### src/rtl/oc_pkg.sv
package oc_pkg;

    typedef enum logic [2:0] {
        OC_FROZEN   = 3'd0,
        OC_SET_MT   = 3'd1,
        OC_CLR_MT   = 3'd2,
        OC_TOGGLE   = 3'd3,
        OC_FORCE_LO = 3'd4,
        OC_FORCE_HI = 3'd5,
        OC_PWM_A    = 3'd6,
        OC_PWM_B    = 3'd7
    } oc_mode_e;

    typedef enum logic {
        ST_LOW  = 1'b0,
        ST_HIGH = 1'b1
    } ref_state_e;

    typedef enum logic [1:0] {
        DIR_ANY0 = 2'b00,
        DIR_DOWN = 2'b01,
        DIR_UP   = 2'b10,
        DIR_ANY1 = 2'b11
    } flag_dir_e;

endpackage

### src/rtl/oc_cmp_shadow.sv
module oc_cmp_shadow #(
    parameter int CNT_W = 16
) (
    input  logic             clk,
    input  logic             rst_n,
    input  logic             preload,
    input  logic             upd_evt,
    input  logic             wr,
    input  logic [CNT_W-1:0] wdata,
    output logic [CNT_W-1:0] cmp_act
);

    logic [CNT_W-1:0] shadow_q;
    logic [CNT_W-1:0] act_q;

    always_ff @(posedge clk or negedge rst_n) begin
        if (!rst_n) begin
            shadow_q <= '0;
            act_q    <= '0;
        end else begin
            if (wr) begin
                shadow_q <= wdata;
            end
            if (!preload && wr) begin
                act_q <= wdata;
            end else if (preload && upd_evt) begin
                act_q <= shadow_q;
            end
        end
    end

    assign cmp_act = act_q;

    AST_PRELOAD_HOLD: assert property (@(posedge clk) disable iff (!rst_n)
        (preload && !upd_evt) |=> $stable(cmp_act));

    AST_PRELOAD_XFER: assert property (@(posedge clk) disable iff (!rst_n)
        (!preload && wr) |=> (cmp_act == $past(wdata)));

endmodule

### src/rtl/oc_match.sv
module oc_match
    import oc_pkg::*;
#(
    parameter int CNT_W = 16
) (
    input  logic             clk,
    input  logic             rst_n,
    input  logic [CNT_W-1:0] cnt,
    input  logic [CNT_W-1:0] cmp_act,
    input  logic             cnt_down,
    input  logic [1:0]       dirsel,
    output logic             eq,
    output logic             lt,
    output logic             gt,
    output logic             flag
);

    logic dir_ok;
    logic flag_q;

    assign eq = (cnt == cmp_act);
    assign lt = (cnt < cmp_act);
    assign gt = (cnt > cmp_act);

    always_comb begin
        unique case (flag_dir_e'(dirsel))
            DIR_DOWN: dir_ok = cnt_down;
            DIR_UP:   dir_ok = !cnt_down;
            DIR_ANY0,
            DIR_ANY1: dir_ok = 1'b1;
            default:  dir_ok = 1'b1;
        endcase
    end

    always_ff @(posedge clk or negedge rst_n) begin
        if (!rst_n) begin
            flag_q <= 1'b0;
        end else begin
            flag_q <= eq && dir_ok;
        end
    end

    assign flag = flag_q;

    AST_FLAG_UP_ONLY: assert property (@(posedge clk) disable iff (!rst_n)
        (dirsel == 2'b10 && cnt_down) |=> !flag);

    AST_FLAG_DOWN_ONLY: assert property (@(posedge clk) disable iff (!rst_n)
        (dirsel == 2'b01 && !cnt_down) |=> !flag);

    AST_FLAG_NEEDS_EQ: assert property (@(posedge clk) disable iff (!rst_n)
        !eq |=> !flag);

endmodule

### src/rtl/oc_ref_fsm.sv
module oc_ref_fsm
    import oc_pkg::*;
(
    input  logic       clk,
    input  logic       rst_n,
    input  logic [2:0] mode,
    input  logic       cnt_down,
    input  logic       eq,
    input  logic       lt,
    input  logic       gt,
    output logic       ref_out
);

    ref_state_e state_q;
    ref_state_e state_d;
    logic       pwm_on;

    // PWM 1 active level: below compare when counting up, not above it when counting down
    assign pwm_on = cnt_down ? !gt : lt;

    always_comb begin
        state_d = state_q;
        unique case (oc_mode_e'(mode))
            OC_FROZEN:   state_d = state_q;
            OC_SET_MT:   if (eq) state_d = ST_HIGH;
            OC_CLR_MT:   if (eq) state_d = ST_LOW;
            OC_TOGGLE:   if (eq) state_d = (state_q == ST_HIGH) ? ST_LOW : ST_HIGH;
            OC_FORCE_LO: state_d = ST_LOW;
            OC_FORCE_HI: state_d = ST_HIGH;
            OC_PWM_A:    state_d = pwm_on ? ST_HIGH : ST_LOW;
            OC_PWM_B:    state_d = pwm_on ? ST_LOW : ST_HIGH;
            default:     state_d = state_q;
        endcase
    end

    always_ff @(posedge clk or negedge rst_n) begin
        if (!rst_n) begin
            state_q <= ST_LOW;
        end else begin
            state_q <= state_d;
        end
    end

    always_comb begin
        ref_out = (state_q == ST_HIGH);
    end

    AST_FROZEN_HOLD: assert property (@(posedge clk) disable iff (!rst_n)
        (mode == 3'd0) |=> (ref_out == $past(ref_out)));

    AST_TOGGLE_FLIP: assert property (@(posedge clk) disable iff (!rst_n)
        (mode == 3'd3 && eq) |=> (ref_out != $past(ref_out)));

    AST_FORCE_LOW: assert property (@(posedge clk) disable iff (!rst_n)
        (mode == 3'd4) |=> !ref_out);

    AST_FORCE_HIGH: assert property (@(posedge clk) disable iff (!rst_n)
        (mode == 3'd5) |=> ref_out);

    AST_SET_ON_MATCH: assert property (@(posedge clk) disable iff (!rst_n)
        (mode == 3'd1 && eq) |=> ref_out);

endmodule

### src/rtl/oc_pwm_channel.sv
module oc_pwm_channel
    import oc_pkg::*;
#(
    parameter int CNT_W = 16
) (
    input  logic             clk,
    input  logic             rst_n,
    input  logic [CNT_W-1:0] cnt,
    input  logic             cnt_down,
    input  logic             upd_evt,
    input  logic [2:0]       cfg_mode,
    input  logic             cfg_pol,
    input  logic             cfg_en,
    input  logic             cfg_preload,
    input  logic [1:0]       flag_dirsel,
    input  logic             cmp_wr,
    input  logic [CNT_W-1:0] cmp_wdata,
    output logic             oc_ref,
    output logic             oc_pin,
    output logic             match_flag
);

    logic [CNT_W-1:0] cmp_act;
    logic             eq;
    logic             lt;
    logic             gt;

    oc_cmp_shadow #(.CNT_W(CNT_W)) u_shadow (
        .clk     (clk),
        .rst_n   (rst_n),
        .preload (cfg_preload),
        .upd_evt (upd_evt),
        .wr      (cmp_wr),
        .wdata   (cmp_wdata),
        .cmp_act (cmp_act)
    );

    oc_match #(.CNT_W(CNT_W)) u_match (
        .clk      (clk),
        .rst_n    (rst_n),
        .cnt      (cnt),
        .cmp_act  (cmp_act),
        .cnt_down (cnt_down),
        .dirsel   (flag_dirsel),
        .eq       (eq),
        .lt       (lt),
        .gt       (gt),
        .flag     (match_flag)
    );

    oc_ref_fsm u_fsm (
        .clk      (clk),
        .rst_n    (rst_n),
        .mode     (cfg_mode),
        .cnt_down (cnt_down),
        .eq       (eq),
        .lt       (lt),
        .gt       (gt),
        .ref_out  (oc_ref)
    );

    assign oc_pin = cfg_en ? (oc_ref ^ cfg_pol) : cfg_pol;

    AST_RESET_QUIET: assert property (@(posedge clk)
        !rst_n |-> (!oc_ref && !match_flag));

endmodule

### config.mk
export PLATFORM = sky130hd
export DESIGN_NAME = oc_pwm_channel
export DESIGN_NICKNAME = d
export VERILOG_FILES = /design/src/rtl/oc_pkg.sv /design/src/rtl/oc_cmp_shadow.sv /design/src/rtl/oc_match.sv /design/src/rtl/oc_ref_fsm.sv /design/src/rtl/oc_pwm_channel.sv
export SDC_FILE = /design/constraint.sdc
export NUM_CORES = 1
export LEC_CHECK = 0
export ABC_CLOCK_PERIOD_IN_PS = 7200
export BUFFER_PORTS_ARGS = -buffer_cell sky130_fd_sc_hd__buf_2
export CORE_MARGIN = 3
export CORE_UTILIZATION = 50
export CTS_CLUSTER_SIZE = 28
export DETAILED_ROUTE_END_ITERATION = 12
export GPL_ROUTABILITY_DRIVEN = 0
export GPL_TIMING_DRIVEN = 0
export HOLD_SLACK_MARGIN = 0.06
export PLACE_DENSITY = 0.73
export SLEW_MARGIN = 20
export SYNTH_ARGS = -nofsm -noshare
export SYNTH_HDL_FRONTEND = slang
export SYNTH_HIERARCHICAL = 1
export SYNTH_SLANG_ARGS = --single-unit
### constraint.sdc
create_clock -name clk -period 7.2 [get_ports clk]
set_input_delay 1.08 -clock clk [delete_from_list [all_inputs] [get_ports clk]]
set_output_delay 1.08 -clock clk [all_outputs]
set_load 0.1 [all_outputs]
Yosys cells after proc, flatten, opt, wreduce, memory -nomap -nowiden
Cells that the tools add are included.
Cells by class
  equality and inequality tests: 14
  muxes and demuxes: 12
  reduce and logical (&&, ||, !) cells: 11
  bitwise logic cells: 2
  $lt $le $gt $ge: 2
Operators with widths (number)
  two-way mux 16 bit: 2
  equality test 16 bit: 1
  > comparator 16 bit: 1
  < comparator 16 bit: 1
  equality test 3 bit (second input constant): 4
  two-way mux 1 bit: 8
  case mux 1 bit (7 select lines): 1
  equality test 3 x 2 -> 1 bit (second input constant): 2
  inequality test 2 bit (second input constant): 3
  equality test 2 bit (second input constant): 2
  AND reduction 4 bit: 1
  equality test 3 x 1 -> 1 bit (second input constant): 1
  logical AND 1 bit: 3
  zero test 1 bit: 3
  zero test 3 bit: 1
  case mux 1 bit (3 select lines): 1
  equality test 2 x 1 -> 1 bit (second input constant): 1
  zero test 2 bit: 1
  nonzero test 2 bit: 1
  OR reduction 2 bit: 1
  NOT 1 bit: 1
  bitwise XOR 1 bit: 1
Storage, ports and cells
  output and inout port bits: 3
  bits of input ports: 45
  flip-flop bits (word level): 34

Logic depth before layout (Yosys ltp)
Gate-level depths: netlist (run 1).
  depth after elaboration: 5
  mapped depth: 10

By module
Netlist (run 1), hierarchy kept.
Modules (own cells, without submodules)
  oc_cmp_shadow: cells an instance 104, times used 1, area each 1612.8 µm²
  oc_match: cells an instance 66, times used 1, area each 503.0 µm²
  oc_ref_fsm: cells an instance 12, times used 1, area each 90.1 µm²
  oc_pwm_channel: cells an instance 2, times used 1, area each 12.5 µm²

Worst setup path before layout (run 1)
OpenSTA, ideal clock, no wires.
  path type: input-to-output
  from: input cfg_en
  to: output oc_pin
  path buffers: 0
  slack: 3376 ps
  data arrival time: 2744 ps
  stages: 2
  path through: nand2_1 xnor2_1
On the way
  word-level cells in the longest chain between the ends: 1
Ends and longest elaborated chain
  start: declaration: line oc_pwm_channel.sv:13  | input logic cfg_en,
  two-way mux 1 bit: line oc_pwm_channel.sv:62  | assign oc_pin = cfg_en ? (oc_ref ^ cfg_pol) : cfg_pol;
  end: declaration: line oc_pwm_channel.sv:19  | output logic oc_pin,
No other way between the ends.

Worst setup path after layout (run 1)
  from: input cnt[14]
  to: register u_fsm.state_q (netlist: u_fsm/ref_out)
On the way
  elaborated cells between the ends (all ways): 12
  those cells by class: order compare (2); eq/ne (4); mux (4); reduce/logical (2)
RTL lines
  start: declaration: line oc_pwm_channel.sv:8  | input logic [CNT_W-1:0] cnt,
  equality test 16 bit (*): line oc_match.sv:21  | assign eq = (cnt == cmp_act);
  named net eq: line oc_pwm_channel.sv:24  | logic eq;
  inequality test 2 bit (no source line)
  AND reduction 4 bit (no source line) (*)
  end signal: assignment: line oc_ref_fsm.sv:40  | state_q <= state_d;
  end: declaration: line oc_ref_fsm.sv:14  | ref_state_e state_q;
Mark *: on every way through the listed nets, which the timed path passes. The rest lies on a longest branch.
A chain may end at the register's enable or synchronous reset.

==> key figures, run 1 <==
Setup path
  – Setup crit end kind: flip-flop
  – Reg2reg setup slack: ~4.5 ns
  – FF-to-FF Start: u_shadow/cmp_act[14]$_DFFE_PN0P_
  – Critical Path Source Type: primary input
  – Crit path DAT: 3.30 ns
  – CP max FO: 4
  – Worst endpoint required time: between 7 and 8 ns
  – Worst r2r path cells: 9
  – RR Endpoint: u_fsm/ref_out$_DFFE_PN0P_
  – Crit path kind: in -> reg

Hold path
  – Hold depth: 1
  – Endpoint, Worst Hold: u_shadow/shadow_q[10]$_DFFE_PN0P_
  – Min-delay src: u_shadow/shadow_q[10]$_DFFE_PN0P_
  – Hold crit path type: reg -> reg

STA
  – Tcrit/Tclk final: a little over two fifths
  – Final min period: roughly 3.1 ns
  – Final setup violation count: 0
  – Clk_skew: about 0.011 ns
  – Slew margin rel.: 48.6%
  – Max Freq: between 300 and 400 MHz
  – Fin. max-slew vios: 0
  – Final Hold Fails: 0
  – Setup TNS: 0 ns
  – RSZ-0062 raised after global routing: no
  – Worst-Margin Slew: between 0.7 and 0.8 ns

Clocking
  – Inserted Clock Buffers: 5
  – Clock buffer depth: 2
  – Post-CTS Setup Bufs: 0
  – Sink Count: 34
  – Post-CTS Hold Buffers: 0
  – Clk_lat worst skew: about 0.28 ns
  – Root Buffer: clkbuf_8
  – H-tree Lvls: 2
  – Post-CTS Resized: 0
  – Clk pin slew, worst setup/hold paths: 0.08 ns
  – TritonCTS clock tree: yes

Power
  – P_int: 366 uW
  – Cell area power density: approximately 210 nW/um^2
  – Switch Pwr: roughly 170 uW
  – Max IR drop VDD: 0.130 mV
  – Comb power frac: between 20 and 30%
  – Pleak: 1.42 nW
  – Sequential share of power: ~44%
  – Clock Power Share: roughly 28%
  – Sw Ratio: a little under a third

Synthesis
  – Largest family of logic cells by synthesized area: multiplexers
  – Syn avg cell area: ~12 sq um
  – Synthesized instance count: about 180
  – Yosys warning count: 6
  – Synth top area cells: dfrtp_1, mux2i_1, ha_1, mux2_4, inv_1
  – Count leader, synth: mux2i_1
  – #FFs+latches synth: 34
  – Synth Area in Simple Gates: 6.77%
  – Syn_nets: between 200 and 250
  – Synth cell count leaders: mux2i_1, dfrtp_1, inv_1
  – Post-Synth Adder-Cell Area: roughly a tenth
  – Post-synth EDFFs: 0
  – Sequential fraction of the synthesis area: about two fifths
  – Synth top area share: 38.4%
  – Post-synthesis mux area share: 32.1%
  – Post-synth top area cell: dfrtp_1
  – Post-Synth XOR/XNOR Area: less than 1%
  – Top FF cell, synth: dfrtp_1
  – Compound-cell area share of the yosys netlist: 4.51%
  – Yosys cell types: 32
  – Mapped Area: ~2200 sq um
  – Async S/R FF share, synth: 100%

Finish
  – Layout area overhead: 17.0%
  – Number of cells in the finished layout apart from fillers: between 200 and 300
  – N_diodes: 0
  – Nets: between 200 and 300
  – Fraction of layout cells with a size suffix above 1: between 30% and 40%

Run status
  – Outcome: complete, no violations

Drt
  – Drt first pass iters: 4
  – Number of routed nets with antenna violations: 0
  – Final WL: ~4200 um
  – # DRC: 0
  – DR WL/cell: approximately 15 um
  – Via count: 1513
  – Vias per inst: between 5 and 6
  – 1st-iter DRT viols: 27

Floorplan
  – Core Footprint: 4140 sq um
  – # IOs: 48
  – Standard-cell rows: 23
  – Starting Density: between 50% and 60%
  – Die Width: roughly 73 um
  – Chip Height: just over 70 um
  – DIE AREA: 5270 sq um

Global route
  – Met3 Use GR: 3.86%
  – Pin count of the biggest net entering global routing: 35
  – Vias in the first global route: 1473
  – Initial antenna violation count: 0
  – Total track usage: 17.2%
  – M1 GR Usage: between 20% and 30%
  – GRT Residual Overflow: 0
  – Busiest metal layer after global routing: met2
  – Wire length of the first global-routing pass: roughly 7000 um
  – M2 GR Usage: between 20% and 30%

Placed design
  – Dpl cells: approximately 280
  – DP Wirelength: between 3000 and 4000 um
  – Port bufs: 44

Flow run
  – Maxcap violations: 0
[critical path: stages]
cell	delay [ns]
buf_2	0.11
ha_1	0.32
nand4_2	0.15
or4_4	0.59
nor3_4	0.26
nor2_1	0.07
and2_4	0.15
o311a_1	0.32
a211oi_1	0.26
[cells in the final DEF, fill, tap and decap left out, types with 2 or more instances in the layout]
master,netlist,final
mux2i_1,48,48
buf_2,0,44
dfrtp_1,34,34
inv_1,19,19
ha_1,18,18
mux2_4,14,14
nand2_1,8,8
a21oi_1,7,7
clkbuf_8,0,6
nor2_1,3,3
buf_6,3,3
nand2b_1,2,2
o311a_1,2,2
nor2b_1,2,2
nand3_1,2,2
buf_8,2,2
buf_4,2,2
mux2_2,2,2
[flip-flops by register name (all words and copies together) (netlist names)]
signal,flops
u_fsm/ref_out,1
u_match/flag,1
u_shadow/shadow_q,16
u_shadow/cmp_act,16
[cell families after synthesis]
family	count (synthesis)
muxes	64
DFF	34
buffers and inverters	27
and+or+nand+nor	25
adders and majority gates	18
AOI/OAI and AO/OA	15
xor gates and xnor gates	1
[power by group through the flow]
stage	registers (mW)	clock network [mW]	logic, mW
detailed placement	0.239	0	0.151
floorplan	0.241	0	0.108
global placement	0.238	0	0.149
global route	0.240	0.161	0.170
CTS	0.236	0.153	0.152
finish	0.236	0.148	0.151
[metrics by stage]
| step | setup WS [ns] | util (%) | power [mW] | hold WS (ns) | cell area [sq um] |
|---|---|---|---|---|---|
| after floorplan | 3.38 | - | 0.349 | 0.480 | 2220 |
| after global placement | 3.85 | 60.4 | 0.387 | 0.492 | 2500 |
| after detailed placement | 3.82 | 60.4 | 0.390 | 0.493 | 2500 |
| after CTS | 4.10 | 62.7 | 0.541 | 0.514 | 2600 |
| after global routing | 3.97 | 62.7 | 0.570 | 0.525 | 2600 |
| final | 4.07 | 62.7 | 0.535 | 0.511 | 2600 |
[how the worst max path moves through the flow]
stage	slack, ns	depth (start not counted)	start	to
after global routing	3.97	10	cnt[7]	u_fsm/ref_out$_DFFE_PN0P_
after global placement	3.85	9	cnt[14]	u_fsm/ref_out$_DFFE_PN0P_
after floorplan	3.38	2	cfg_en	oc_pin
after CTS	4.10	9	cnt[14]	u_fsm/ref_out$_DFFE_PN0P_
after detailed placement	3.82	9	cnt[14]	u_fsm/ref_out$_DFFE_PN0P_
final	4.07	9	cnt[14]	u_fsm/ref_out$_DFFE_PN0P_
[per-layer routing]
metal	routed length, um	part of all wire, %	vias to the layer above
met3	178	4.2	5
met5	0	0	-
met1	1970	47	724
met4	53	1.3	0
met2	1990	47	26
li1	-	-	758
[final cells by class]
cell class,instances,area [sq um]
plain buffers,8,98.8
clock inverters,2,12.5
clock buffers,6,82.6
inverters,19,71.3
well taps,50,62.6
fillers,361,1550
multi-input cells,123,1200
repair buffers,44,220
flip-flops and latches,34,851
Power figures use the tool's default switching activity.
==> run 2: changes to the inputs <==
--- a/config.mk
+++ b/config.mk
@@ -5,16 +5,16 @@
 export SDC_FILE = /design/constraint.sdc
 export NUM_CORES = 1
 export LEC_CHECK = 0
-export ABC_CLOCK_PERIOD_IN_PS = 7200
+export ABC_CLOCK_PERIOD_IN_PS = 2650
 export BUFFER_PORTS_ARGS = -buffer_cell sky130_fd_sc_hd__buf_2
 export CORE_MARGIN = 3
-export CORE_UTILIZATION = 50
+export CORE_UTILIZATION = 49
 export CTS_CLUSTER_SIZE = 28
 export DETAILED_ROUTE_END_ITERATION = 12
 export GPL_ROUTABILITY_DRIVEN = 0
 export GPL_TIMING_DRIVEN = 0
 export HOLD_SLACK_MARGIN = 0.06
-export PLACE_DENSITY = 0.73
+export PLACE_DENSITY = 0.75
 export SLEW_MARGIN = 20
 export SYNTH_ARGS = -nofsm -noshare
 export SYNTH_HDL_FRONTEND = slang
==> constraint.sdc (replaced) <==
create_clock -name clk -period 2.65 [get_ports clk]
set_input_delay 0.3975 -clock clk [delete_from_list [all_inputs] [get_ports clk]]
set_output_delay 0.3975 -clock clk [all_outputs]
set_load 0.1 [all_outputs]
==> key figures, run 2 (synthesized netlist as in run 1, its figures left out) <==
Placed design
  – Port bufs: 44 (unchanged)
  – DP Wirelength: 3310 um (+6.8%)
  – Placed instance area: 2510 sq um (+0.30%)

STA
  – Slew margin rel.: 48.1% (-0.52 points)
  – Final setup violation count: 0 (unchanged)
  – RSZ-0062 raised after global routing: no
  – Fin Hold WS: 0.192 ns (-0.319 ns)
  – Tcrit/Tclk final: between 90% and 100%
  – Fin. max-slew vios: 0 (unchanged)
  – Clk_skew: 0.00947 ns (-0.00129 ns)
  – Worst-Margin Slew: 0.778 ns (+0.00785 ns)
  – Max Freq: between 400 and 500 MHz
  – Setup TNS: 0 ns (unchanged)
  – Final min period: 2.49 ns
  – Final Hold Fails: 0 (unchanged)

Floorplan
  – Core Footprint: 4170 sq um (+0.69%)
  – DIE AREA: 5370 sq um (+1.9%)
  – Chip Height: 73.3 um (+0.93%)
  – Die Width: 73.3 um (+0.93%)
  – # IOs: 48 (unchanged)
  – Standard-cell rows: 23 (unchanged)
  – Starting Density: 53.2% (-0.37 points)

Setup path
  – Critical Path Source Type: flip-flop
  – Worst endpoint required time: 2.83 ns (-4.54 ns)
  – Crit path kind: reg -> reg
  – FF-to-FF Start: u_shadow/cmp_act[14]$_DFFE_PN0P_
  – RR Endpoint: u_fsm/ref_out$_DFFE_PN0P_
  – CP max FO: 4 (unchanged)
  – Reg2reg setup slack: 0.16 ns (-4.38 ns)
  – Setup crit end kind: flip-flop
  – Crit path DAT: 2.67 ns (-0.63 ns)
  – Worst r2r path cells: 9 (unchanged)

Clocking
  – Clock buffer depth: 2 (unchanged)
  – Root Buffer: clkbuf_8
  – Clk_lat worst skew: 0.28 ns (about the same)
  – Sink Count: 34 (unchanged)
  – TritonCTS clock tree: yes
  – H-tree Lvls: 2 (unchanged)
  – Post-CTS Hold Buffers: 0 (unchanged)
  – Inserted Clock Buffers: 5 (unchanged)
  – Clk pin slew, worst setup/hold paths: 0.07 ns (about the same)

Finish
  – N_diodes: 0 (unchanged)
  – Layout area overhead: 18.4%
  – Fraction of layout cells with a size suffix above 1: 35.6% (+1.2 points)
  – Nets: 301 (+1.0%)
  – Final core occ: 63.0% (+0.32 points)
  – Final instance area: 2630 sq um (+1.2%)
  – Leading cell type in the layout, fill and taps excluded: mux2i_1
  – Most frequent cells in the layout: mux2i_1, buf_2, dfrtp_1, inv_1, ha_1

Global route
  – Initial antenna violation count: 0 (unchanged)
  – Vias in the first global route: 1515 (+2.9%)
  – Wire length of the first global-routing pass: 7240 um (+3.8%)
  – Total track usage: 17.5% (+0.37 points)
  – Pin count of the biggest net entering global routing: 35 (unchanged)
  – GRT Residual Overflow: 0 (unchanged)

Drt
  – DR WL/cell: 14.9 um (+1.6%)
  – Final WL: 4310 um (+2.7%)
  – Drt first pass iters: 4 (unchanged)
  – Number of routed nets with antenna violations: 0 (unchanged)
  – # DRC: 0 (unchanged)
  – Vias per inst: 5.24 (-1.0%)
  – Via count: 1513 (unchanged)
  – 1st-iter DRT viols: 48 (+78%)

Hold path
  – Hold crit path type: in -> async

Power
  – Power, Total: 1.45 mW (+170%)
  – Pleak: 1.45 nW (+1.9%)
  – Cell area power density: 551 nW/um^2 (+170%)
  – Max IR drop VDD: 0.327 mV (+150%)

Run status
  – Outcome: complete, no violations

Flow run
  – Maxcap violations: 0 (unchanged)
## run 2: cell types whose count changed in the layout (fill, tap and decap cells not counted)
| cell | previous run | this run |
|---|---|---|
| buf_4 | 2 | 5 |
| clkbuf_1 | 0 | 1 |
| clkinvlp_4 | 1 | 0 |
| nor3b_1 | 1 | 0 |
| nor3b_2 | 0 | 1 |
| xnor2_1 | 1 | 0 |
| xnor2_2 | 0 | 1 |
## run 2: routing by layer
metal	share of wire (%)	vias up	global-route usage [%]
met5	0	-	0
met4	0.32	0	3.07
met3	5.0	2	3.56
met2	46	36	28.9
met1	48	719	24.1
li1	-	756	-
## run 2: timing repair
action,4_1_cts,5_1_grt
buffers inserted,0,3
setup endpoints to repair,0,1
gates resized for setup,0,1
## run 2: how the worst max path moves through the flow
stage	slack, ns	startpoint	end	cells after the start
finish	0.16	u_shadow/cmp_act[14]$_DFFE_PN0P_	u_fsm/ref_out$_DFFE_PN0P_	9
global route	0.004	u_shadow/cmp_act[14]$_DFFE_PN0P_	u_fsm/ref_out$_DFFE_PN0P_	9
CTS	0.04	u_shadow/cmp_act[14]$_DFFE_PN0P_	u_fsm/ref_out$_DFFE_PN0P_	9
detailed placement	-0.01	cnt[14]	u_fsm/ref_out$_DFFE_PN0P_	9
global placement	0.01	cnt[14]	u_fsm/ref_out$_DFFE_PN0P_	9
floorplan	0.14	u_fsm/ref_out$_DFFE_PN0P_	oc_pin	2
## run 2: area by class of cell
| cell class | instances | area (sq um) |
|---|---|---|
| multi-input cells | 123 | 1210 |
| fillers | 336 | 1550 |
| clock inverters | 1 | 5.00 |
| inverters | 19 | 71.3 |
| well taps | 50 | 62.6 |
| flip-flops and latches | 34 | 851 |
| plain buffers | 8 | 98.8 |
| repair buffers | 47 | 243 |
| clock buffers | 7 | 86.3 |
## run 2: critical path, stage by stage, from the launching register on
cell and delay (ns):
dfrtp_1 0.38, inv_1 0.05, ha_1 0.32, nand4_2 0.14
or4_4 0.57, nor3_4 0.18, nor2_1 0.08, and2_4 0.14
o311a_1 0.32, a211oi_1 0.22
## run 2: where the power goes
part / total [mW] / leakage (nW) / switching (mW) / internal (mW)
Combinational: 0.417 / 0.997 / 0.217 / 0.200
Clock: 0.388 / 0.0482 / 0.178 / 0.209
Sequential: 0.642 / 0.400 / 0.0529 / 0.589
## run 2: metrics by stage
stage | worst slack (ns) | std cells
final | 0.156 | 289
after CTS | 0.0445 | 286
after global routing | 0.00424 | 289
after detailed placement | -0.0137 | 278
after floorplan | 0.136 | 184
after global placement | 0.0121 | 278
